--- src/rtl/bbs_pkg.sv ---
package bbs_pkg;

    typedef enum logic [1:0] {
        ST_OFF   = 2'd0,
        ST_WAIT  = 2'd1,
        ST_ON    = 2'd2,
        ST_FAULT = 2'd3
    } bbs_state_e;

    typedef struct packed {
        logic sda;
        logic scl;
    } bus_pair_t;

    function automatic logic is_stop(input logic sda_prev, input bus_pair_t now);
        return now.scl && now.sda && !sda_prev;
    endfunction

    function automatic logic is_start(input logic sda_prev, input bus_pair_t now);
        return now.scl && !now.sda && sda_prev;
    endfunction

    function automatic logic pair_high(input bus_pair_t p);
        return p.sda && p.scl;
    endfunction

endpackage

--- src/rtl/bbs_sync.sv ---
module bbs_sync #(
    parameter int          W       = 1,
    parameter logic [W-1:0] RST_VAL = '0
) (
    input  logic         clk,
    input  logic         rst,
    input  logic [W-1:0] d,
    output logic [W-1:0] q
);
    logic [W-1:0] meta_q;
    logic [W-1:0] sync_q;

    always_ff @(posedge clk) begin
        if (rst) begin
            meta_q <= RST_VAL;
            sync_q <= RST_VAL;
        end else begin
            meta_q <= d;
            sync_q <= meta_q;
        end
    end

    assign q = sync_q;
endmodule

--- src/rtl/bbs_idle_det.sv ---
module bbs_idle_det
    import bbs_pkg::*;
#(
    parameter int IDLE_CYC = 1000
) (
    input  logic      clk,
    input  logic      rst,
    input  logic      arm,
    input  bus_pair_t line,
    output logic      idle
);
    localparam int CW = $clog2(IDLE_CYC + 1);
    localparam logic [CW-1:0] CMAX = CW'(IDLE_CYC);

    logic          sda_prev_q;
    logic          stop_q;
    logic [CW-1:0] quiet_q;

    always_ff @(posedge clk) begin
        if (rst) begin
            sda_prev_q <= 1'b1;
            stop_q     <= 1'b0;
            quiet_q    <= '0;
        end else begin
            sda_prev_q <= line.sda;
            if (!arm) begin
                stop_q  <= 1'b0;
                quiet_q <= '0;
            end else begin
                if (is_stop(sda_prev_q, line))
                    stop_q <= 1'b1;
                else if (is_start(sda_prev_q, line))
                    stop_q <= 1'b0;
                if (!pair_high(line))
                    quiet_q <= '0;
                else if (quiet_q != CMAX)
                    quiet_q <= quiet_q + 1'b1;
            end
        end
    end

    assign idle = stop_q || (quiet_q == CMAX);
endmodule

--- src/rtl/bbs_stuck_timer.sv ---
module bbs_stuck_timer
    import bbs_pkg::*;
#(
    parameter int STUCK_CYC = 3_000_000
) (
    input  logic      clk,
    input  logic      rst,
    input  logic      run,
    input  bus_pair_t wired,
    output logic      expired
);
    localparam int NLANE = 2;
    localparam int CW    = $clog2(STUCK_CYC + 1);
    localparam logic [CW-1:0] CMAX = CW'(STUCK_CYC);

    logic [NLANE-1:0] lane_lvl;
    logic [NLANE-1:0] lane_hit;

    assign lane_lvl = {wired.sda, wired.scl};

    for (genvar g = 0; g < NLANE; g++) begin : g_lane
        logic [CW-1:0] low_q;
        always_ff @(posedge clk) begin
            if (rst || !run || lane_lvl[g])
                low_q <= '0;
            else if (low_q != CMAX)
                low_q <= low_q + 1'b1;
        end
        assign lane_hit[g] = (low_q == CMAX);
    end

    assign expired = |lane_hit;
endmodule

--- src/rtl/bus_buffer_supervisor.sv ---
module bus_buffer_supervisor
    import bbs_pkg::*;
#(
    parameter int IDLE_CYC  = 1000,
    parameter int STUCK_CYC = 3_000_000
) (
    input  logic clk,
    input  logic rst,
    input  logic en_in,
    input  logic in_sda,
    input  logic in_scl,
    input  logic out_sda,
    input  logic out_scl,
    output logic connect,
    output logic bus_ready,
    output logic fault_n
);
    localparam int NSYNC = 5;
    localparam logic [NSYNC-1:0] SYNC_RST = 5'b0_1111;

    logic [NSYNC-1:0] raw_v;
    logic [NSYNC-1:0] syn_v;
    logic             en_s;
    logic             en_prev_q;
    logic             en_rise;
    bus_pair_t        side_in;
    bus_pair_t        side_out;
    bus_pair_t        wired;
    logic             idle_in;
    logic             idle_out;
    logic             both_idle;
    logic             all_high;
    logic             timed_out;
    bbs_state_e       state_q;
    bbs_state_e       state_d;

    assign raw_v = {en_in, in_sda, in_scl, out_sda, out_scl};

    bbs_sync #(.W(NSYNC), .RST_VAL(SYNC_RST)) u_sync (
        .clk (clk),
        .rst (rst),
        .d   (raw_v),
        .q   (syn_v)
    );

    assign en_s         = syn_v[4];
    assign side_in.sda  = syn_v[3];
    assign side_in.scl  = syn_v[2];
    assign side_out.sda = syn_v[1];
    assign side_out.scl = syn_v[0];
    assign wired.sda    = side_in.sda & side_out.sda;
    assign wired.scl    = side_in.scl & side_out.scl;
    assign all_high     = pair_high(side_in) && pair_high(side_out);

    always_ff @(posedge clk) begin
        if (rst) en_prev_q <= 1'b0;
        else     en_prev_q <= en_s;
    end
    assign en_rise = en_s && !en_prev_q;

    bbs_idle_det #(.IDLE_CYC(IDLE_CYC)) u_idle_in (
        .clk  (clk),
        .rst  (rst),
        .arm  (state_q == ST_WAIT),
        .line (side_in),
        .idle (idle_in)
    );

    bbs_idle_det #(.IDLE_CYC(IDLE_CYC)) u_idle_out (
        .clk  (clk),
        .rst  (rst),
        .arm  (state_q == ST_WAIT),
        .line (side_out),
        .idle (idle_out)
    );

    assign both_idle = idle_in && idle_out;

    bbs_stuck_timer #(.STUCK_CYC(STUCK_CYC)) u_stuck (
        .clk     (clk),
        .rst     (rst),
        .run     (state_q == ST_ON),
        .wired   (wired),
        .expired (timed_out)
    );

    always_comb begin
        state_d = state_q;
        unique case (state_q)
            ST_OFF:   if (en_s) state_d = ST_WAIT;
            ST_WAIT: begin
                if (!en_s)          state_d = ST_OFF;
                else if (both_idle) state_d = ST_ON;
            end
            ST_ON: begin
                if (!en_s)          state_d = ST_OFF;
                else if (timed_out) state_d = ST_FAULT;
            end
            ST_FAULT: begin
                if (en_rise)        state_d = ST_ON;
                else if (all_high)  state_d = en_s ? ST_WAIT : ST_OFF;
            end
            default:                state_d = ST_OFF;
        endcase
    end

    always_ff @(posedge clk) begin
        if (rst) state_q <= ST_OFF;
        else     state_q <= state_d;
    end

    assign connect   = (state_q == ST_ON);
    assign bus_ready = (state_q == ST_ON);
    assign fault_n   = (state_q != ST_FAULT);
endmodule

--- config.mk ---
export PLATFORM = sky130hd
export DESIGN_NAME = bus_buffer_supervisor
export DESIGN_NICKNAME = d
export VERILOG_FILES = /design/src/rtl/bbs_pkg.sv /design/src/rtl/bbs_sync.sv /design/src/rtl/bbs_idle_det.sv /design/src/rtl/bbs_stuck_timer.sv /design/src/rtl/bus_buffer_supervisor.sv
export SDC_FILE = /design/constraint.sdc
export NUM_CORES = 1
export LEC_CHECK = 0
export ABC_AREA = 1
export BUFFER_PORTS_ARGS = -buffer_cell sky130_fd_sc_hd__clkbuf_2
export CORE_ASPECT_RATIO = 0.9
export CORE_UTILIZATION = 45
export DETAILED_ROUTE_END_ITERATION = 10
export HOLD_SLACK_MARGIN = 0.02
export SYNTH_ARGS = -nofsm -noshare
export SYNTH_HDL_FRONTEND = slang
export SYNTH_HIERARCHICAL = 1
export SYNTH_SLANG_ARGS = --single-unit
--- constraint.sdc ---
create_clock -name clk -period 1.75 [get_ports clk]
set_input_delay 0.0875 -clock clk [delete_from_list [all_inputs] [get_ports clk]]
set_output_delay 0.0875 -clock clk [all_outputs]
set_load 0.005 [all_outputs]
==> run summary, run 1 <==
=====================================================================================
Pins Over Slew Limit                                                                0
Via count                                                                       3,917
Standard-cell row count                                                            33
Seq cells post-synth                                                               81
Commonest non-fill, non-tap cells in the layout                          nand2_1, inv_1, nor2_1
First-pass GRT wire length                                                  15,600 um
Routability congestion estimate from global placement                           0.835
CTS H-tree lvls                                                                     3
Achievable Freq                                                             0.638 GHz
Fin util                                                                        52.2%
Fin nets                                                                          704
Die Height                                                                    95.2 um
Drt wl/cell                                                                   11.2 um
Vias per inst                                                                    4.81
Largest net degree at the start of global routing                                  15
Area growth from synthesis to final layout                                      11.2%
Half-perimeter wire length of the detailed placement result                   6870 um
Sum of routed wire length over all layers                                     9140 um
Starting density of the core                                                    47.0%
Launch point of the worst reg-to-reg path                                u_stuck/g_lane[0].low_q[0]
Area share of the largest cell type after synthesis                             37.3%
Relative slew margins                                                           78.4%
R2R cell count                                                                     12
Worst Setup Start Kind                                                       register
Nature of the critical path endpoint                                         register
Share of async-settable or async-resettable flops after synthesis                  0%
Type of the worst setup path                                             register to register
Share of post-route cells with drive strength above 1                           13.0%
Number of primary I/O pins                                                         10
Synth Net Count                                                                   677
Pre-CTS worst setup slack                                                    0.106 ns
Number of enable-type register cells in the synthesized netlist                     0
Crit path max fanout                                                                4
FF-to-FF setup slack                                                          0.18 ns
Post-synthesis area per instance                                             6.56 um2
Congestion Overflow GR                                                              0
Endpoint of the worst setup timing path                                    state_q[0]
Most frequent standard cell in the layout excluding fill and tap cells        nand2_1
Time the worst path needs with I/O delays and setup                           1.57 ns
Post-route antenna net violation count                                              0
Timing startpoint of the critical path                                   u_stuck/g_lane[0].low_q[0]
Final cycle utilization of the critical path                                    89.5%
Share of the yosys chip area belonging to registers                             37.3%
RSZ-0062 raised after global routing                                            false
Die area                                                                   10,000 um2
Synth area leader                                                             dfxtp_1
Cell count after synthesis                                                        662
Slew of the pin with the lowest slew margin                                  0.324 ns
Initial antenna violation count                                                     0
PortBufs                                                                            9
Mapped Area                                                                  4340 um2
PnR worst setup slack                                                        0.184 ns
Worst Clk Skew                                                              0.0145 ns
Worst vdd rail ir drop                                                     0.000411 V
Required time at the endpoint of the critical path                            1.99 ns
Clock-pin slew of the registers on the worst-case setup and hold paths        0.08 ns
Post-synth cell types                                                              32
Total Routing Usage GR                                                          19.3%
Leak                                                                       0.00185 uW
Clk root buf                                                                 clkbuf_8
Count of clock tree sinks                                                          81
Yosys warning total                                                                 6
Worst-skew pair later-pin latency                                             0.35 ns
Violation count after the first detailed-routing iteration                        182
Crit path arrival time                                                        1.80 ns
Deepest clock path buffer count                                                     2
Vias in the first global route                                                  3,526
Detailed Routing Iterations Pass 1                                                  4
Cell types occupying the most area after synthesis                       dfxtp_1, nand2_1, inv_1
Number of hold-slack violations in the final timing report                          0
End of the worst register-to-register path                                 state_q[0]
Leading register cell type out of synthesis                                   dfxtp_1
Worst min-delay path category                                            input port to register
Max-cap violations                                                                  0
Setup violation total in the final timing report                                    0
Number of buffers added by the clock tree synthesis step                            9
DRC violations left                                                                 0
TritonCTS clock tree                                                            built
Horizontal die dimension                                                       106 um
Total core area                                                              9250 um2
WHS                                                                          0.113 ns
Tot Pwr                                                                       3320 uW
Outcome                                                                  finished, final reports clean
Pwr dens                                                                   687 nW/um2
Antenna diode instance count                                                        0
Setup total negative slack                                                       0 ns
=====================================================================================
==> area by class of cell <==
type	count	area, um2
multi-input cells	468	2300
clock inverters	5	56.3
clock buffers	10	138
flip-flops and latches	81	1620
inverters	110	413
well taps	122	153
fillers	924	4420
repair buffers	19	145
==> where the power goes <==
group          internal [uW]  switching (uW)  leakage [uW]
clock                    688             683     0.0000981
combinational           33.3            45.6       0.00109
sequential              1860            12.0      0.000656
total                   2580             740       0.00185
==> cell usage after synthesis, types with 2 or more instances <==
cell type	instances
ha_1	8
nor2_4	6
a211oi_1	2
a31oi_1	2
nand2_2	8
nand2_1	159
nor3_2	3
and2_1	2
inv_1	103
xnor2_1	2
dfxtp_1	81
o21ai_1	4
nand3b_1	3
buf_2	2
a21oi_1	43
nand3_1	41
or2_2	4
nor3_1	9
nand4_1	18
inv_2	7
nor2_1	100
nor2_2	17
nand3_2	7
o21ai_0	20
xor2_1	4
==> flip-flops by register name (all words and copies together) (netlist names), 2 cells and up <==
register              flops
u_idle_out/quiet_q       10
u_sync/meta_q             5
u_sync/q                  5
state_q                   2
u_idle_in/quiet_q        10
u_stuck/g_lane.low_q     44
==> per-stage QoR <==
stage | instances | cell area, um2
final | 815 | 4830
after global routing | 815 | 4830
after CTS | 814 | 4810
after detailed placement | 794 | 4570
after global placement | 794 | 4570
after floorplan | 662 | 4340
==> layer usage <==
| metal | vias to the layer above | track usage [%] | part of all wire [%] |
|---|---|---|---|
| met4 | 0 | 5.32 | 0.55 |
| met5 | - | 0 | 0 |
| met1 | 1730 | 24.5 | 50 |
| met2 | 45 | 33.0 | 46 |
| met3 | 4 | 4.65 | 3.3 |
| li1 | 2138 | - | - |
==> cell families (layout without fill, tap and decap cells) <==
family                     Yosys count  in the layout  synth area share, %
xor gates and xnor gates             6              6                 1.21
buffers and inverters              113            144                 9.91
AOI/OAI and AO/OA                   74             74                 8.90
adders and majority gates            8              8                 2.30
DFF                                 81             81                 37.3
and+or+nand+nor                    380            380                 40.3
==> worst max-delay path: stages, from the launching register on <==
cell,delay [ns]
dfxtp_1,0.39
inv_1,0.08
ha_1,0.24
nand3_1,0.10
nor2_1,0.05
nand3_1,0.12
nand2_1,0.06
inv_1,0.05
nand2_1,0.05
nor2_2,0.10
nor2_1,0.05
a21oi_1,0.12
nor2_1,0.05
==> how the worst min path moves through the flow <==
stage,slack (ns),cells past startpoint,to,startpoint
6_report,0.11,2,en_prev_q,rst
5_1_grt,0.12,2,en_prev_q,rst
4_1_cts,0.1,2,en_prev_q,rst
3_5_place_dp,0.27,3,u_sync/meta_q[1],out_sda
3_3_place_gp,0.27,3,u_sync/meta_q[1],out_sda
2_1_floorplan,0.16,1,u_sync/meta_q[4],rst
==> timing repair <==
item | 4_1_cts | 5_1_grt
buffers inserted | 0 | 1
endpoints found under the hold margin | 5 | 0
gates resized for setup | 0 | 6
hold buffers | 5 | 0
setup endpoints to repair | 0 | 2
Power figures use the tool's default switching activity.
==> run 2: changes to the inputs <==
ABC_AREA = default   (was 1)
SKIP_LAST_GASP = 1   (was default)
==> run summary, run 2 <==
=====================================================================================
Outcome                                                                  finished with violations
Violations in the final reports                                          setup timing
Leading register cell type out of synthesis                                   dfxtp_1
Max reg flops                                                                      44   unchanged
Post-route antenna net violation count                                              0   unchanged
Required time at the endpoint of the critical path                            2.01 ns   +0.02 ns
Starting density of the core                                                    47.0%   +0.086 points
Half-perimeter wire length of the detailed placement result                   6140 um   -11%
Most repeated cell in the gate-level netlist after synthesis                  dfxtp_1
Detailed Routing Iterations Pass 1                                                  4   unchanged
Routability congestion estimate from global placement                           0.788   -5.6%
Number of enable-type register cells in the synthesized netlist                     0   unchanged
Crit path arrival time                                                        2.19 ns   +0.39 ns
Post-synthesis area per instance                                             8.59 um2   +31%
Registers with the highest flip-flop counts                              u_stuck/g_lane.low_q: 44 flops, u_idle_in/quiet_q: 10 flops, u_idle_out/quiet_q: 10 flops
Standard-cell row count                                                            31   -6.1%
Count of clock tree sinks                                                          81   unchanged
Post-route cell area                                                         4930 um2   +2.1%
Deepest clock path buffer count                                                     2   unchanged
Violation count after the first detailed-routing iteration                        165   -9.3%
Worst vdd rail ir drop                                                     0.000419 V   +1.9%
Number of primary I/O pins                                                         10   unchanged
Pre-CTS worst setup slack                                                   -0.193 ns   -0.299 ns
Congestion Overflow GR                                                              0   unchanged
Cell types with the highest counts after synthesis                       dfxtp_1, a21oi_1, nand2_1, nand3_1, nor2_1
Achievable Freq                                                             0.518 GHz   -19%
Critical path's slowest cell                                                    or4_4
Synth area leader                                                             dfxtp_1
List of cells traversed by the critical path                             inv_2 -> ha_4 -> nor4b_4 -> nand3_2 -> or4_4 -> o21ai_1 -> and3b_1 -> a21oi_1 -> nor2_1 -> a311oi_1
Final cycle utilization of the critical path                                     110%   +21 points
TritonCTS clock tree                                                            built
Cell count after synthesis                                                        448   -32%
Fin nets                                                                          544   -23%
Nature of the critical path endpoint                                         register
Post-synth cell types                                                              54   +69%
Number of hold-slack violations in the final timing report                          0   unchanged
Area growth from synthesis to final layout                                      28.1%
Total core area                                                              8180 um2   -12%
Synth Net Count                                                                   463   -32%
Worst Clk Skew                                                              0.0104 ns   -0.00416 ns
Antenna diode instance count                                                        0   unchanged
Seq cells post-synth                                                               81   unchanged
Relative slew margins                                                           72.6%   -5.7 points
Share of async-settable or async-resettable flops after synthesis                  0%   unchanged
DRC violations left                                                                 0   unchanged
Most frequent standard cell in the layout excluding fill and tap cells        dfxtp_1
Largest net degree at the start of global routing                                  23   +8
Crit path max fanout                                                                2   -2
Type of the worst setup path                                             register to register
PortBufs                                                                            9   unchanged
Share of post-route cells with drive strength above 1                           27.7%   +15 points
FF-to-FF setup slack                                                         -0.18 ns   -0.36 ns
Die area                                                                     8930 um2   -11%
Slew of the pin with the lowest slew margin                                  0.407 ns   +0.0827 ns
Vias per inst                                                                    5.42   +13%
Yosys warning total                                                                 6   unchanged
Pins Over Slew Limit                                                                0   unchanged
PnR worst setup slack                                                       -0.180 ns   -0.363 ns
Register containing the most flip-flops in the final layout              u_stuck/g_lane.low_q
Die Height                                                                    89.8 um   -5.7%
Setup violation total in the final timing report                                    3   +3
Worst-skew pair later-pin latency                                             0.35 ns   about the same
Horizontal die dimension                                                      99.5 um   -5.7%
CTS H-tree lvls                                                                     3   unchanged
Via count                                                                       3,516   -10%
Cell types occupying the most area after synthesis                       dfxtp_1, a21oi_1, o31ai_1
Number of buffers added by the clock tree synthesis step                            9   unchanged
Sum of routed wire length over all layers                                     8610 um   -5.8%
RSZ-0062 raised after global routing                                             true
Area share of the largest cell type after synthesis                             42.1%   +4.8 points
Time the worst path needs with I/O delays and setup                           1.93 ns   +0.363 ns
Total Routing Usage GR                                                          20.2%   +0.85 points
Initial antenna violation count                                                     0   unchanged
Clock-pin slew of the registers on the worst-case setup and hold paths        0.09 ns   about the same
Share of the yosys chip area belonging to registers                             42.1%   +4.8 points
Pwr dens                                                                   707 nW/um2   +2.9%
Commonest non-fill, non-tap cells in the layout                          dfxtp_1, buf_4, a21oi_1
Clk root buf                                                                 clkbuf_8
Worst min-delay path category                                            input port to register
Worst Setup Start Kind                                                       register
Vias in the first global route                                                  3,333   -5.5%
Max-cap violations                                                                  0   unchanged
First-pass GRT wire length                                                  14,700 um   -5.6%
Leak                                                                       0.00168 uW   -8.8%
Total cell area at the placement stage                                       4550 um2   -0.27%
Filler cells                                                                      728   -21%
Drt wl/cell                                                                   13.3 um   +18%
Largest stage delay, worst path                                               0.42 ns   +0.03 ns
Mapped Area                                                                  3850 um2   -11%
=====================================================================================
## run 2: changes by cell type after synthesis, moves of 17 or more
cell	delta
or4_1	+19
inv_1	-85
nor2_2	-17
nor2_1	-73
o31ai_1	+19
nand2_1	-130
## run 2: cell type report
type	instances	area (um2)	area share, %
inverters	18	67.6	1.37
clock buffers	11	141	2.87
clock inverters	5	86.3	1.75
flip-flops and latches	81	1650	33.4
repair buffers	82	618	12.5
well taps	115	144	2.92
multi-input cells	337	2230	45.2
## run 2: worst max-delay path: cells and delay by family, from the launching register on
kind	cells	cell delay, ns
AOI/OAI and AO/OA	3	0.36
DFF	1	0.33
and+or+nand+nor	5	0.96
adders and majority gates	1	0.11
buffers and inverters	1	0.07
## run 2: worst paths after layout
kind                            cells after the start                       start           to
worst max-delay path                               10  u_stuck/g_lane[0].low_q[0]   state_q[0]
worst min-delay path                                3                         rst    en_prev_q
worst max register to register                     10  u_stuck/g_lane[0].low_q[0]   state_q[0]
worst min register to register                      1            u_sync/meta_q[0]  u_sync/q[0]
## run 2: cells by family (layout without fill, tap and decap cells)
family          Yosys count  count (layout)  share of synthesized area [%]
buf+inv                  30             116                           3.25
flops                    81              81                           42.1
xor+xnor                 22              22                           5.00
simple gates            214             214                           32.8
fa+ha+maj                 8               8                           2.60
mux                       1               1                          0.260
compound gates           92              92                           14.0
## run 2: per-stage QoR
| step | setup TNS [ns] | std cells | hold WS (ns) | util, % | power [uW] |
|---|---|---|---|---|---|
| 6_report | -0.209 | 649 | 0.124 | 60.3 | 3490 |
| 5_1_grt | -0.463 | 649 | 0.147 | 60.3 | 3620 |
| 4_1_cts | -0.197 | 647 | 0.117 | 59.4 | 3540 |
| 3_5_place_dp | -0.289 | 624 | 0.269 | 55.6 | 1970 |
| 3_3_place_gp | -0.149 | 624 | 0.263 | 55.6 | 1970 |
| 2_1_floorplan | -0.236 | 448 | 0.154 | - | 1940 |
## run 2: timing repair
item / 4_1_cts / 5_1_grt
setup buffers: 2 / 2
endpoints found under the hold margin: 5 / 0
gates resized for setup: 6 / 15
endpoints found under the setup margin: 4 / 12
pin swaps: 2 / 7
cloned: 0 / 0
hold buffers: 5 / 0
## run 2: report_power, final
part | internal, uW | total, uW | switching (uW)
Sequential | 1850 | 1860 | 7.76
Combinational | 40.4 | 75.8 | 35.4
Clock | 856 | 1550 | 697
## run 2: layer usage
layer  global-route usage, %  share of wire [%]
met2                    34.5                 47
met4                    4.78               0.92
met3                    4.90                2.6
met5                       0                  0
met1                    25.4                 49
==> run 3: changes to the inputs <==
CELL_PAD_IN_SITES_DETAIL_PLACEMENT = 0   (was default)
CELL_PAD_IN_SITES_GLOBAL_PLACEMENT = 1   (was default)
PLACE_DENSITY_LB_ADDON = 0.1   (was default)
SLEW_MARGIN = 20   (was default)
==> run summary, run 3 (synthesized netlist as in run 2, its figures left out) <==
=====================================================================================
Outcome                                                                  finished with violations
Violations in the final reports                                          setup timing
Pre-CTS worst setup slack                                                   -0.215 ns   -0.0221 ns
Post-route antenna net violation count                                              0   unchanged
Congestion Overflow GR                                                              0   unchanged
Max-cap violations                                                                  0   unchanged
TritonCTS clock tree                                                            built
Tot Pwr                                                                       3660 uW   +4.9%
Register containing the most flip-flops in the final layout              u_stuck/g_lane.low_q
Standard-cell row count                                                            31   unchanged
Clk root buf                                                                 clkbuf_8
Share of post-route cells with drive strength above 1                           31.1%   +3.4 points
Total Routing Usage GR                                                          20.1%   -0.056 points
WHS                                                                          0.124 ns   -0.000147 ns
Violation count after the first detailed-routing iteration                        120   -27%
Routability congestion estimate from global placement                           0.846   +7.3%
DRC violations left                                                                 0   unchanged
Type of the worst setup path                                             register to register
Drt wl/cell                                                                   13.0 um   -1.7%
Crit path max fanout                                                                2   unchanged
Count of clock tree sinks                                                          81   unchanged
Worst-skew pair later-pin latency                                             0.36 ns   about the same
Vias per inst                                                                    5.33   -1.6%
Registers with the highest flip-flop counts                              u_stuck/g_lane.low_q: 44 flops, u_idle_in/quiet_q: 10 flops, u_idle_out/quiet_q: 10 flops
Max reg flops                                                                      44   unchanged
Initial antenna violation count                                                     0   unchanged
Fin nets                                                                          553   +1.7%
Pwr dens                                                                   717 nW/um2   +1.4%
Number of buffers added by the clock tree synthesis step                            9   unchanged
Worst Clk Skew                                                              0.0110 ns   +0.000675 ns
Time the worst path needs with I/O delays and setup                           2.05 ns   +0.117 ns
Horizontal die dimension                                                      99.5 um   unchanged
Crit path arrival time                                                        2.31 ns   +0.12 ns
Clock-pin slew of the registers on the worst-case setup and hold paths        0.08 ns   about the same
Relative slew margins                                                           68.3%   -4.3 points
Deepest clock path buffer count                                                     2   unchanged
Leak                                                                       0.00177 uW   +4.8%
Pins Over Slew Limit                                                                0   unchanged
PnR worst setup slack                                                       -0.297 ns   -0.117 ns
Antenna diode instance count                                                        0   unchanged
Via count                                                                       3,508   -0.23%
Total core area                                                              8180 um2   unchanged
Final cycle utilization of the critical path                                     117%   +6.7 points
Most frequent standard cell in the layout excluding fill and tap cells          buf_4
Half-perimeter wire length of the detailed placement result                   6040 um   -1.6%
Sum of routed wire length over all layers                                     8580 um   -0.31%
Area growth from synthesis to final layout                                      32.5%
FF-to-FF setup slack                                                         -0.30 ns   -0.12 ns
Required time at the endpoint of the critical path                            2.01 ns   about the same
Worst vdd rail ir drop                                                     0.000466 V   +11%
Largest net degree at the start of global routing                                  22   -4.3%
Nature of the critical path endpoint                                         register
Die Height                                                                    89.8 um   unchanged
Vias in the first global route                                                  3,356   +0.69%
Die area                                                                     8930 um2   unchanged
Worst Setup Start Kind                                                       register
Achievable Freq                                                             0.489 GHz   -5.7%
Detailed Routing Iterations Pass 1                                                  4   unchanged
Worst min-delay path category                                            input port to register
Starting density of the core                                                    47.0%   unchanged
Setup violation total in the final timing report                                    5   +2
First-pass GRT wire length                                                  14,700 um   -0.24%
Number of hold-slack violations in the final timing report                          0   unchanged
Slew of the pin with the lowest slew margin                                  0.471 ns   +0.0637 ns
Commonest non-fill, non-tap cells in the layout                          buf_4, dfxtp_1, a21oi_1
PortBufs                                                                            9   unchanged
RSZ-0062 raised after global routing                                             true
Number of primary I/O pins                                                         10   unchanged
CTS H-tree lvls                                                                     3   unchanged
=====================================================================================
-- run 3: changes by cell type in the layout (fill, tap and decap cells not counted), sizes merged --
cell | before | now
buf | 68 | 77
clkinv | 1 | 3
inv | 20 | 18
bufinv | 2 | 3
clkbuf | 20 | 19
-- run 3: through the flow --
stage	std cells	util, %	setup TNS [ns]	instance area [um2]
after floorplan	448	-	-0.236	3940
after global placement	630	56.0	-0.164	4590
after detailed placement	630	56.0	-0.354	4590
after CTS	656	60.7	-0.546	4960
after global routing	658	62.3	-0.944	5100
final	658	62.3	-0.496	5100
-- run 3: routing by layer --
metal | global-route usage (%) | routed length (um) | up-vias
li1 | - | - | 1832
met1 | 25.6 | 4250 | 1638
met2 | 33.5 | 4050 | 28
met3 | 4.28 | 170 | 10
met4 | 6.99 | 118 | 0
met5 | 0 | 0 | -
-- run 3: cell type report --
cell class | instances | area, um2
clock buffer | 10 | 149
clock inverter | 6 | 113
fill | 705 | 3080
inverter | 18 | 67.6
multi-input combinational | 337 | 2290
sequential | 81 | 1650
tap | 115 | 144
timing repair buffer | 91 | 688
-- run 3: final timing paths --
| path | startpoint | end | depth (start not counted) |
|---|---|---|---|
| worst max register to register | u_stuck/g_lane[0].low_q[0] | state_q[0] | 10 |
| worst max-delay path | u_stuck/g_lane[0].low_q[0] | state_q[0] | 10 |
| worst min register to register | u_sync/meta_q[0] | u_sync/q[0] | 1 |
| worst min-delay path | rst | en_prev_q | 3 |
-- run 3: timing repair --
action / CTS / global route
hold buffers: 5 / 0
pin swaps: 8 / 12
endpoints found under the setup margin: 4 / 12
buffers inserted: 5 / 2
endpoints found under the hold margin: 5 / 0
gates resized for setup: 8 / 31
-- run 3: where the power goes --
group	leakage, uW	total, uW	switching, uW	internal (uW)
clock network	0.000132	1730	692	1040
logic	0.000972	73.1	34.8	38.3
registers	0.000663	1860	8.35	1850
total	0.00177	3660	735	2920
-- run 3: worst max-delay path, stage by stage (launching register included) --
cell	delay (ns)
dfxtp_2	0.33
inv_2	0.07
ha_4	0.11
nor4b_4	0.20
nand3_2	0.11
or4_4	0.42
o21ai_2	0.07
and3b_1	0.18
a21oi_1	0.14
nor2_1	0.07
a311oi_1	0.25
